**config.mk**
```make
export PLATFORM = sky130hd
export DESIGN_NAME = dram_refresh_seq
export DESIGN_NICKNAME = d
export VERILOG_FILES = /design/src/rtl/drf_pkg.sv /design/src/rtl/drf_down_timer.sv /design/src/rtl/drf_backlog.sv /design/src/rtl/drf_cbr_ctrl.sv /design/src/rtl/dram_refresh_seq.sv
export SDC_FILE = /design/constraint.sdc
export NUM_CORES = 1
export LEC_CHECK = 0
export BUFFER_PORTS_ARGS = -buffer_cell sky130_fd_sc_hd__buf_2
export CAP_MARGIN = 20
export CORE_UTILIZATION = 45
export CTS_BUF_LIST = sky130_fd_sc_hd__clkbuf_16
export DETAILED_ROUTE_END_ITERATION = 10
export SYNTH_ARGS = -nofsm -noshare
export SYNTH_HDL_FRONTEND = slang
export SYNTH_SLANG_ARGS = --single-unit
```
**constraint.sdc**
```tcl
create_clock -name clk -period 2 [get_ports clk]
set_input_delay 0.2 -clock clk [delete_from_list [all_inputs] [get_ports clk]]
set_output_delay 0.2 -clock clk [all_outputs]
set_load 0.01 [all_outputs]
```
**src/rtl/drf_pkg.sv**
```systemverilog
// Package: shared state type and width helpers for the refresh sequencer.
// Assumes: widths are derived from parameters of at least 1.
package drf_pkg;

    typedef enum logic [2:0] {
        ST_PAUSE,   // power-up wait, bus untouched
        ST_REQ,     // requesting the bus
        ST_PRE,     // all strobes high ahead of a CBR cycle
        ST_LEAD,    // column strobes low, row strobe still high
        ST_ACT,     // row and column strobes low
        ST_TAIL,    // closing precharge before releasing the bus
        ST_IDLE     // initialised, nothing owed
    } seq_state_e;

    // bits needed to hold values 0 .. v-1
    function automatic int idx_w(input int v);
        return (v <= 2) ? 1 : $clog2(v);
    endfunction

    // bits needed to hold values 0 .. v
    function automatic int cnt_w(input int v);
        return (v <= 1) ? 1 : $clog2(v + 1);
    endfunction

endpackage

```
**src/rtl/drf_down_timer.sv**
```systemverilog
// Module: free-running down counter that pulses once every PERIOD enabled cycles.
// Assumes: PERIOD >= 1; counter holds while en is low and restarts only on reset.
module drf_down_timer #(
    parameter int PERIOD = 1500
) (
    input  logic clk,
    input  logic rst_n,
    input  logic en,
    output logic tick
);
    import drf_pkg::*;

    localparam int W = idx_w(PERIOD);
    localparam logic [W-1:0] RELOAD = W'(PERIOD - 1);

    logic [W-1:0] cnt_q;

    // Purpose: count enabled cycles down and reload after reaching zero.
    always_ff @(posedge clk) begin
        if (!rst_n) begin
            cnt_q <= RELOAD;
        end else if (en) begin
            cnt_q <= (cnt_q == '0) ? RELOAD : cnt_q - 1'b1;
        end
    end

    assign tick = en && (cnt_q == '0);

    assert_timer_range_R7: assert property (@(posedge clk) disable iff (!rst_n)
        cnt_q <= RELOAD);

    assert_timer_reload_R7: assert property (@(posedge clk) disable iff (!rst_n)
        tick |=> (cnt_q == RELOAD));

endmodule

```
**src/rtl/drf_backlog.sv**
```systemverilog
// Module: saturating count of refresh slots that have come due but not yet been run.
// Assumes: take clears the count of refreshes handed to a burst in the same cycle
//          that a new slot may arrive; the new slot is kept.
module drf_backlog #(
    parameter int DEPTH = 4
) (
    input  logic                               clk,
    input  logic                               rst_n,
    input  logic                               tick,
    input  logic                               take,
    output logic [drf_pkg::cnt_w(DEPTH)-1:0]   owed
);
    import drf_pkg::*;

    localparam int CW = cnt_w(DEPTH);
    localparam logic [CW-1:0] CAP = CW'(DEPTH);

    logic [CW-1:0] base;
    logic [CW-1:0] nxt;

    // Purpose: clear on take, add one slot per tick, never exceed CAP.
    always_comb begin
        base = take ? '0 : owed;
        nxt  = (tick && (base != CAP)) ? base + 1'b1 : base;
    end

    // Purpose: register the owed-refresh count.
    always_ff @(posedge clk) begin
        if (!rst_n) begin
            owed <= '0;
        end else begin
            owed <= nxt;
        end
    end

    assert_backlog_cap_R8: assert property (@(posedge clk) disable iff (!rst_n)
        owed <= CAP);

    assert_backlog_grow_R7: assert property (@(posedge clk) disable iff (!rst_n)
        (tick && !take && (owed < CAP)) |=> (owed == $past(owed) + 1'b1));

    assert_backlog_full_R8: assert property (@(posedge clk) disable iff (!rst_n)
        (tick && !take && (owed == CAP)) |=> (owed == CAP));

endmodule

```
**src/rtl/drf_cbr_ctrl.sv**
```systemverilog
// Module: state machine that owns the bus handshake and shapes the CBR strobes.
// Assumes: once bus_gnt is seen with bus_req high, the grant stays high until
//          bus_req falls; CAS_LEAD, RAS_PRE and RAS_ACT are all at least 1.
module drf_cbr_ctrl #(
    parameter int INIT_CYCLES = 8,
    parameter int RAS_PRE     = 4,
    parameter int CAS_LEAD    = 1,
    parameter int RAS_ACT     = 6,
    parameter int MISS_MAX    = 4,
    parameter int CAS_W       = 4
) (
    input  logic                                 clk,
    input  logic                                 rst_n,
    input  logic                                 pause_tick,
    input  logic [drf_pkg::cnt_w(MISS_MAX)-1:0]  owed,
    input  logic                                 bus_gnt,
    output logic                                 take,
    output logic                                 pausing,
    output logic                                 bus_req,
    output logic                                 drive_en,
    output logic                                 ras_n,
    output logic [CAS_W-1:0]                     cas_n,
    output logic                                 init_done
);
    import drf_pkg::*;

    localparam int MAXPH = (RAS_PRE > RAS_ACT) ?
                           ((RAS_PRE > CAS_LEAD) ? RAS_PRE : CAS_LEAD) :
                           ((RAS_ACT > CAS_LEAD) ? RAS_ACT : CAS_LEAD);
    localparam int TW    = idx_w(MAXPH);
    localparam int MAXB  = (INIT_CYCLES > MISS_MAX) ? INIT_CYCLES : MISS_MAX;
    localparam int BW    = cnt_w(MAXB);
    localparam logic [TW-1:0] T_PRE  = TW'(RAS_PRE - 1);
    localparam logic [TW-1:0] T_LEAD = TW'(CAS_LEAD - 1);
    localparam logic [TW-1:0] T_ACT  = TW'(RAS_ACT - 1);

    seq_state_e     state_q;
    logic [TW-1:0]  tcnt_q;
    logic [BW-1:0]  left_q;
    logic           done_q;
    logic           phase_end;

    assign phase_end = (tcnt_q == '0);
    assign take      = (state_q == ST_REQ) && bus_gnt && done_q;

    // Purpose: step through pause, request, per-cycle strobe phases and idle.
    always_ff @(posedge clk) begin
        if (!rst_n) begin
            state_q <= ST_PAUSE;
            tcnt_q  <= '0;
            left_q  <= '0;
            done_q  <= 1'b0;
        end else begin
            case (state_q)
                ST_PAUSE: begin
                    if (pause_tick) state_q <= ST_REQ;
                end
                ST_REQ: begin
                    if (bus_gnt) begin
                        state_q <= ST_PRE;
                        tcnt_q  <= T_PRE;
                        left_q  <= done_q ? BW'(owed) : BW'(INIT_CYCLES);
                    end
                end
                ST_PRE: begin
                    if (phase_end) begin
                        state_q <= ST_LEAD;
                        tcnt_q  <= T_LEAD;
                    end else begin
                        tcnt_q  <= tcnt_q - 1'b1;
                    end
                end
                ST_LEAD: begin
                    if (phase_end) begin
                        state_q <= ST_ACT;
                        tcnt_q  <= T_ACT;
                    end else begin
                        tcnt_q  <= tcnt_q - 1'b1;
                    end
                end
                ST_ACT: begin
                    if (phase_end) begin
                        tcnt_q <= T_PRE;
                        if (left_q > 1) begin
                            state_q <= ST_PRE;
                            left_q  <= left_q - 1'b1;
                        end else begin
                            state_q <= ST_TAIL;
                            left_q  <= '0;
                        end
                    end else begin
                        tcnt_q <= tcnt_q - 1'b1;
                    end
                end
                ST_TAIL: begin
                    if (phase_end) begin
                        state_q <= ST_IDLE;
                        done_q  <= 1'b1;
                    end else begin
                        tcnt_q  <= tcnt_q - 1'b1;
                    end
                end
                ST_IDLE: begin
                    if (owed != '0) state_q <= ST_REQ;
                end
                default: state_q <= ST_PAUSE;
            endcase
        end
    end

    // Purpose: decode bus ownership and strobe levels from the state.
    always_comb begin
        pausing   = (state_q == ST_PAUSE);
        drive_en  = (state_q == ST_PRE) || (state_q == ST_LEAD) ||
                    (state_q == ST_ACT) || (state_q == ST_TAIL);
        bus_req   = drive_en || (state_q == ST_REQ);
        ras_n     = (state_q != ST_ACT);
        cas_n     = {CAS_W{!((state_q == ST_LEAD) || (state_q == ST_ACT))}};
        init_done = done_q;
    end

    assert_cas_lead_R4: assert property (@(posedge clk) disable iff (!rst_n)
        $fell(ras_n) |-> $past(cas_n == '0));

    assert_cas_hold_R4: assert property (@(posedge clk) disable iff (!rst_n)
        !ras_n |-> (cas_n == '0));

    assert_cas_release_R4: assert property (@(posedge clk) disable iff (!rst_n)
        $rose(ras_n) |-> (cas_n == '1));

    assert_strobe_owned_R9: assert property (@(posedge clk) disable iff (!rst_n)
        (!ras_n || (cas_n != '1)) |-> drive_en);

    assert_drive_needs_req_R9: assert property (@(posedge clk) disable iff (!rst_n)
        drive_en |-> bus_req);

    assert_release_closed_R5: assert property (@(posedge clk) disable iff (!rst_n)
        $fell(drive_en) |-> ($past(ras_n) && (cas_n == '1) && init_done));

    assert_done_sticky_R3: assert property (@(posedge clk) disable iff (!rst_n)
        !$fell(init_done));

    assert_quiet_pause_R2: assert property (@(posedge clk) disable iff (!rst_n)
        pausing |-> (!bus_req && !init_done));

    assert_owned_holds_R9: assert property (@(posedge clk) disable iff (!rst_n)
        ($rose(drive_en) && bus_gnt) |-> $past(bus_req && bus_gnt));

endmodule

```
**src/rtl/dram_refresh_seq.sv**
```systemverilog
// Module: top of the DRAM power-up and CBR refresh sequencer.
// Assumes: a 100 MHz clock for the default cycle counts; the access controller
//          holds bus_gnt high until bus_req falls once it has granted.
module dram_refresh_seq #(
    parameter int PAUSE_CYC    = 20000,
    parameter int INIT_CYCLES  = 8,
    parameter int REF_INTERVAL = 1500,
    parameter int MISS_MAX     = 4,
    parameter int RAS_PRE      = 4,
    parameter int CAS_LEAD     = 1,
    parameter int RAS_ACT      = 6,
    parameter int CAS_W        = 4
) (
    input  logic             clk,
    input  logic             rst_n,
    input  logic             bus_gnt,
    output logic             bus_req,
    output logic             drive_en,
    output logic             ras_n,
    output logic [CAS_W-1:0] cas_n,
    output logic             we_n,
    output logic             init_done,
    output logic             host_ready
);
    import drf_pkg::*;

    localparam int OW = cnt_w(MISS_MAX);

    logic          pausing;
    logic          pause_tick;
    logic          slot_tick;
    logic          take;
    logic [OW-1:0] owed;

    drf_down_timer #(.PERIOD(PAUSE_CYC)) u_pause (
        .clk   (clk),
        .rst_n (rst_n),
        .en    (pausing),
        .tick  (pause_tick)
    );

    drf_down_timer #(.PERIOD(REF_INTERVAL)) u_slot (
        .clk   (clk),
        .rst_n (rst_n),
        .en    (init_done),
        .tick  (slot_tick)
    );

    drf_backlog #(.DEPTH(MISS_MAX)) u_backlog (
        .clk   (clk),
        .rst_n (rst_n),
        .tick  (slot_tick),
        .take  (take),
        .owed  (owed)
    );

    drf_cbr_ctrl #(
        .INIT_CYCLES (INIT_CYCLES),
        .RAS_PRE     (RAS_PRE),
        .CAS_LEAD    (CAS_LEAD),
        .RAS_ACT     (RAS_ACT),
        .MISS_MAX    (MISS_MAX),
        .CAS_W       (CAS_W)
    ) u_ctrl (
        .clk        (clk),
        .rst_n      (rst_n),
        .pause_tick (pause_tick),
        .owed       (owed),
        .bus_gnt    (bus_gnt),
        .take       (take),
        .pausing    (pausing),
        .bus_req    (bus_req),
        .drive_en   (drive_en),
        .ras_n      (ras_n),
        .cas_n      (cas_n),
        .init_done  (init_done)
    );

    // Purpose: refresh cycles are never writes; host waits for initialisation.
    assign we_n       = 1'b1;
    assign host_ready = init_done;

    assert_slot_after_init_R7: assert property (@(posedge clk) disable iff (!rst_n)
        slot_tick |-> init_done);

    assert_ready_tracks_R3: assert property (@(posedge clk) disable iff (!rst_n)
        host_ready == init_done);

endmodule

```
## Yosys cells after proc, flatten, opt, wreduce, memory -nomap -nowiden

Index checks and enable logic that the tools add are counted.

| cells by class | value |
|---|---|
| magnitude comparators | 1 |
| reductions and logical operators | 22 |
| equality and inequality tests | 16 |
| $add $sub $neg | 5 |
| mux-type cells | 24 |

Operators with widths:

| kind | count |
|---|---|
| 3-bit two-way mux | 15 |
| 3-bit one-hot mux with 7 select lines | 1 |
| 4-bit two-way mux | 4 |
| 15-bit logical NOT | 1 |
| 15-bit two-way mux | 1 |
| 3-bit one-hot mux with 5 select lines | 1 |
| 15-bit by 1-bit subtractor with 15-bit output (second input constant) | 1 |
| 11-bit logical NOT | 1 |
| 11-bit two-way mux | 1 |
| 11-bit by 1-bit subtractor with 11-bit output (second input constant) | 1 |
| 2-bit by 1-bit != test with 1-bit output (second input constant) | 5 |
| 3-bit equality test (second input constant) | 3 |
| 4-bit one-hot mux with 2 select lines | 1 |
| 7-bit AND reduction | 1 |
| 3-bit by 2-bit equality test with 1-bit output (second input constant) | 2 |
| 3-bit logical NOT | 2 |
| 2-bit != test (second input constant) | 3 |
| 3-bit != test (second input constant) | 2 |
| 3-bit AND reduction | 2 |
| 1-bit logical AND | 5 |
| 1-bit logical OR | 5 |
| 5-bit nonzero test | 1 |
| 4-bit by 1-bit greater-than comparator with 1-bit output (second input constant) | 1 |
| 4-bit by 1-bit subtractor with 4-bit output (second input constant) | 1 |
| other kinds (7) | 7 |

| storage, ports and cells | value |
|---|---|
| register bits | 40 |
| word-level logic and storage cells | 75 |
| input port bits | 3 |

## Longest topological paths before layout

| logic depth | value |
|---|---|
| depth in word-level cells | 7 |
| depth in mapped cells | 8 |

## Cells and area by module

From an unflattened synthesis, not the netlist that was laid out.

| unflattened totals | value |
|---|---|
| cells, all modules | 268 |
| area, all modules | 2398.6 um2 |

Modules (own cells, without submodules):

| module | sequential area each (um2) | cells an instance | area an instance (um2) | instances |
|---|---|---|---|---|
| drf_cbr_ctrl | 220.2 | 105 | 869.6 | 1 |
| drf_down_timer at u_pause | 300.3 | 79 | 735.7 | 1 |
| drf_down_timer at u_slot | 220.2 | 59 | 570.5 | 1 |
| drf_backlog | 60.1 | 22 | 203.9 | 1 |
| dram_refresh_seq | 0.0 | 3 | 18.8 | 1 |

## Worst setup path before layout

Ideal clock, no wire load.

| timing path | value |
|---|---|
| path type | flip-flop to flip-flop |
| from | register u_ctrl.tcnt_q[0] |
| to | register u_ctrl.tcnt_q[1] |
| slack | 0.247 ns |
| arrival time | 1.687 ns |
| cell stages (with the launch flop) | 9 |
| cells stage by stage | dfxtp_1 inv_1 ha_1 nor2b_1 buf_2 and2_1 o211ai_1 mux2_2 nor2_1 |

| between the ends | value |
|---|---|
| cells in the longest elaborated chain, start to end | 3 |

RTL lines:

| item | line | RTL |
|---|---|---|
| start, declared | drf_cbr_ctrl.sv:38 | `logic [TW-1:0] tcnt_q;` |
| start signal, assigned | drf_cbr_ctrl.sv:70 | `tcnt_q <= tcnt_q - 1'b1;` |
| start signal, assigned | drf_cbr_ctrl.sv:78 | `tcnt_q <= tcnt_q - 1'b1;` |
| start signal, assigned | drf_cbr_ctrl.sv:92 | `tcnt_q <= tcnt_q - 1'b1;` |
| 3-bit by 1-bit subtractor with 3-bit output or 3-bit logical NOT (tied branches) | n/a |  |
| 3-bit two-way mux (tied with other cells) | drf_cbr_ctrl.sv:96 | `if (phase_end) begin` |
| 3-bit one-hot mux with 5 select lines or 3-bit AND reduction (tied branches) | n/a |  |

Parallel ways exist; a longest one is shown, timed or not. The select of a mux whose other input is x is not followed.
A chain may end at the register's enable or synchronous reset.

## Final worst setup path

| timing path | value |
|---|---|
| from | register u_ctrl.state_q[2] |
| to | output cas_n[0] |

| between the ends | value |
|---|---|
| cells in the longest elaborated chain, start to end | 3 |

RTL lines:

| item | line | RTL |
|---|---|---|
| start, declared | drf_cbr_ctrl.sv:37 | `seq_state_e state_q;` |
| start signal, assigned | drf_cbr_ctrl.sv:49 | `state_q <= ST_PAUSE;` |
| start signal, assigned | drf_cbr_ctrl.sv:56 | `if (pause_tick) state_q <= ST_REQ;` |
| start signal, assigned | drf_cbr_ctrl.sv:60 | `state_q <= ST_PRE;` |
| 3-bit by 2-bit equality test with 1-bit output or 3-bit equality test (tied branches) | drf_cbr_ctrl.sv:118 | `cas_n = {CAS_W{!((state_q == ST_LEAD) \|\| (state_q == ST_ACT))}};` |
| 1-bit logical OR * | drf_cbr_ctrl.sv:118 |  |
| 1-bit logical NOT * | drf_cbr_ctrl.sv:118 |  |
| end, declared | dram_refresh_seq.sv:20 | `output logic [CAS_W-1:0] cas_n,` |

Every way passes the cells marked *; elsewhere a longest branch is shown, timed or not.

==> reports/qor.yml <==
synthesis:
  syn_nets: 284
  synth_edf_count: 0
  synthAdderAreaFrac_pct: 4.464
  avgSynthCellArea_um2: 8.213
  synthCells: 273
  synth_area_mm2: 0.002242
  synth.distinct_cells: 57
  synth.yosys.warnings: 0
  synthSimpleGateAreaFrac_pct: 29.35
  synth_flop_cell: "dfxtp_1"
  yosys-top-cells-area: "dfxtp_1 (36%), nand2_1 (6.2%), ha_1 (4.5%)"
  ys_seq_elements: 40
  yosysMostFrequentCell: "dfxtp_1"
  synth_compound_area_share_pct: 14.96
  yosys.area.top_type: "dfxtp_1"
  yosys-top-cells-count: "dfxtp_1 (40), nand2_1 (37), nor2_1 (24)"
  yosysSeqAreaShare_pct: 35.71
  yosys.area_share.xor_xnor_pct: 7.422
  synth_top_area_share_pct: 35.71
  synth_top_family_by_area: "simple AND/OR/NAND/NOR gates"
  async_flop_share_pct: 0
  synthMuxAreaShare_pct: 1.451
clock_tree:
  cts_root_buf: "clkbuf_16"
  cts_resized: 0
  clk_latency_ps: 280
  cts_buffers: 5
  cts_sinks: 40
  h-tree-depth: 2
  post_cts_buffers: 0
  ctsHoldBuffers: 0
  clkTransAtPathRegs_ps: 50
  clockBufferDepth: 2
  cts_tree: "built"
pwr:
  swShare_pct: 20.10
  p_per_area_mw_per_mm2: 629.4
  power_frac_clock_pct: 46.0
  combPwrFrac_pct: 3.2
  p_switching_mw: 0.3194
  pwr-share-seq_pct: 50.7
  peakVddDrop_uv: 392.0
  intPower_mw: 1.270
  cellLeakagePower_nw: 0.9667
setup_path:
  critPathArrivalTime_ps: 1620
  cp_max_fo: 9
  start_kind: "register"
  crit_required_ps: 1800
  reg2reg_depth: 7
  endpoint_kind: "output pin"
  max_stage_delay_ps: 440
  cp_cell_sequence: "buf_4 > nand2b_1 > inv_1 > a21oi_1 > buf_2"
  critPathKind: "reg -> out"
  slowest_stage: "dfxtp_2"
final_layout:
  fill_cells: 452
  multi_input_area_mm2: 0.001304
  seq_area_um2: 802.0
  area_delta_synth_final_pct: 12.61
  n_antenna_cell: 0
  layout.nets: 299
  drive_gt1_share_pct: 17.01
worst_hold_path:
  whs_path_depth: 2
  hold_path.class: "in -> reg"
grt:
  antenna_found_initial: 0
  grt_max_degree: 17
  top_usage_layer: "met2"
  grt_use_met3_pct: 5.249
  grt_overflow_total: 0
  grt_usage_pct: 18.08
  use_met2_pct: 27.31
  grt_first_pass_wirelength_mm: 7.458
  grt_pass1_vias: 1620
  met1_usage_pct: 25.28
sta:
  hold_viol: 0
  tns_ps: 0
  maxSlewViolCount: 0
  fin_ws_ps: 182.1
  fin_crit_sh_pct: 90.90
  whs_ps: 246.8
  finalSetupViolations: 0
  grt_setup_unrepaired: "false"
  skew_ps: 5.185
  max_freq_mhz: 550.1
  fin_crit_ps: 1818
floorplan:
  dieArea_mm2: 0.005269
  ios: 13
  core-area_mm2: 0.004755
  start_util_pct: 47.16
  die_y_um: 72.59
  rows: 25
  dieWidth_um: 72.59
drt:
  first_pass_iters: 4
  post_drt_wl_per_cell_um: 12.17
  finalWirelength_mm: 4.321
  drt_iter0_drc: 125
  viasPerCell: 5.073
  num_vias: 1801
  drc: 0
  ant_nets: 0
placement:
  dpl.hpwl_mm: 3.090
  io_buffers: 11
  post-place-ws_ps: 209.8
  gp_congestion: 0.8077
flow_run:
  max-cap-violations: 0
outcome:
  status: "completed"
## metrics by stage
step / total power [mW] / cell area (um2) / std cells / utilization, %
2_1_floorplan: 0.8593 / 2242 / 273 / -
3_3_place_gp: 0.8747 / 2382 / 348 / 50.11
3_5_place_dp: 0.8749 / 2382 / 348 / 50.11
4_1_cts: 1.624 / 2516 / 355 / 52.92
5_1_grt: 1.661 / 2525 / 355 / 53.11
6_report: 1.589 / 2525 / 355 / 53.11
## worst max-delay path: cells and delay by family, from the launching register on
kind / cells / cell delay [ps]
DFF: 1 / 440
and+or+nand+nor: 1 / 210
buffers and inverters: 3 / 460
AOI/OAI and AO/OA: 1 / 230
## layout by cell type (no fill, tap or decap), types with 2 or more instances in the layout
cell type and instances:
dfxtp_1 39, nand2_1 37, nor2_1 24, a21oi_1 15, o21ai_0 13, buf_4 13, inv_1 12, buf_2 11
nand3_1 10, xor2_1 10, xnor2_1 9, ha_1 8, nor3_1 7, clkbuf_16 5, nand2b_1 4, nand4b_1 4
or3_1 4, nor2b_1 4, o211ai_1 4, nand3b_1 3, a211oi_1 3, nand4_1 2, and2_1 2, nor4b_1 2
or2_2 2, o22ai_1 2, and3_1 2, a22oi_1 2, a31oi_1 2, nor4_1 2, o211a_1 2, mux2_2 2
## power groups by stage
stage | Sequential (mW) | Clock, mW | Combinational (mW)
floorplan | 0.823 | 0 | 0.0367
global placement | 0.823 | 0 | 0.0514
detailed placement | 0.823 | 0 | 0.0516
CTS | 0.806 | 0.766 | 0.0522
global route | 0.806 | 0.795 | 0.0595
finish | 0.806 | 0.731 | 0.0516
## layout make-up
type                       count  area share, %
clock inverter                 2         0.3469
multi-input combinational    204          51.64
sequential                    40          31.76
clock buffer                   5          4.955
inverter                      13          1.933
timing repair buffer          24          6.046
tap                           67          3.320
## final timing paths
| check | startpoint | to | slack, ps |
|---|---|---|---|
| max | u_ctrl.state_q[2] | cas_n[0] | 180 |
| max reg2reg | u_ctrl.state_q[1] | u_backlog.owed[2] | 240 |
| min | rst_n | u_slot.cnt_q[8] | 250 |
| min reg2reg | u_slot.cnt_q[10] | u_slot.cnt_q[10] | 450 |
## cell families (layout without fill, tap and decap cells)
group / Yosys count / in the layout
AOI/OAI and AO/OA: 52 / 52
xor gates and xnor gates: 19 / 19
adders and majority gates: 8 / 8
buffers and inverters: 29 / 44
DFF: 40 / 40
muxes: 3 / 3
other: 1 / 1
and+or+nand+nor: 121 / 121
## routing by layer
metal | wire length, um | part of all wire (%)
met5 | 0 | 0
met2 | 1888 | 44
met4 | 32 | 0.74
met1 | 2263 | 52
met3 | 136 | 3.1
## sequential cells by signal (all words and copies together) (netlist names)
register,count
u_ctrl.state_q,3
u_ctrl.init_done,1
u_ctrl.tcnt_q,3
u_ctrl.left_q,4
u_slot.cnt_q,11
u_pause.cnt_q,15
u_backlog.owed,3
Power figures use the tool's default switching activity.
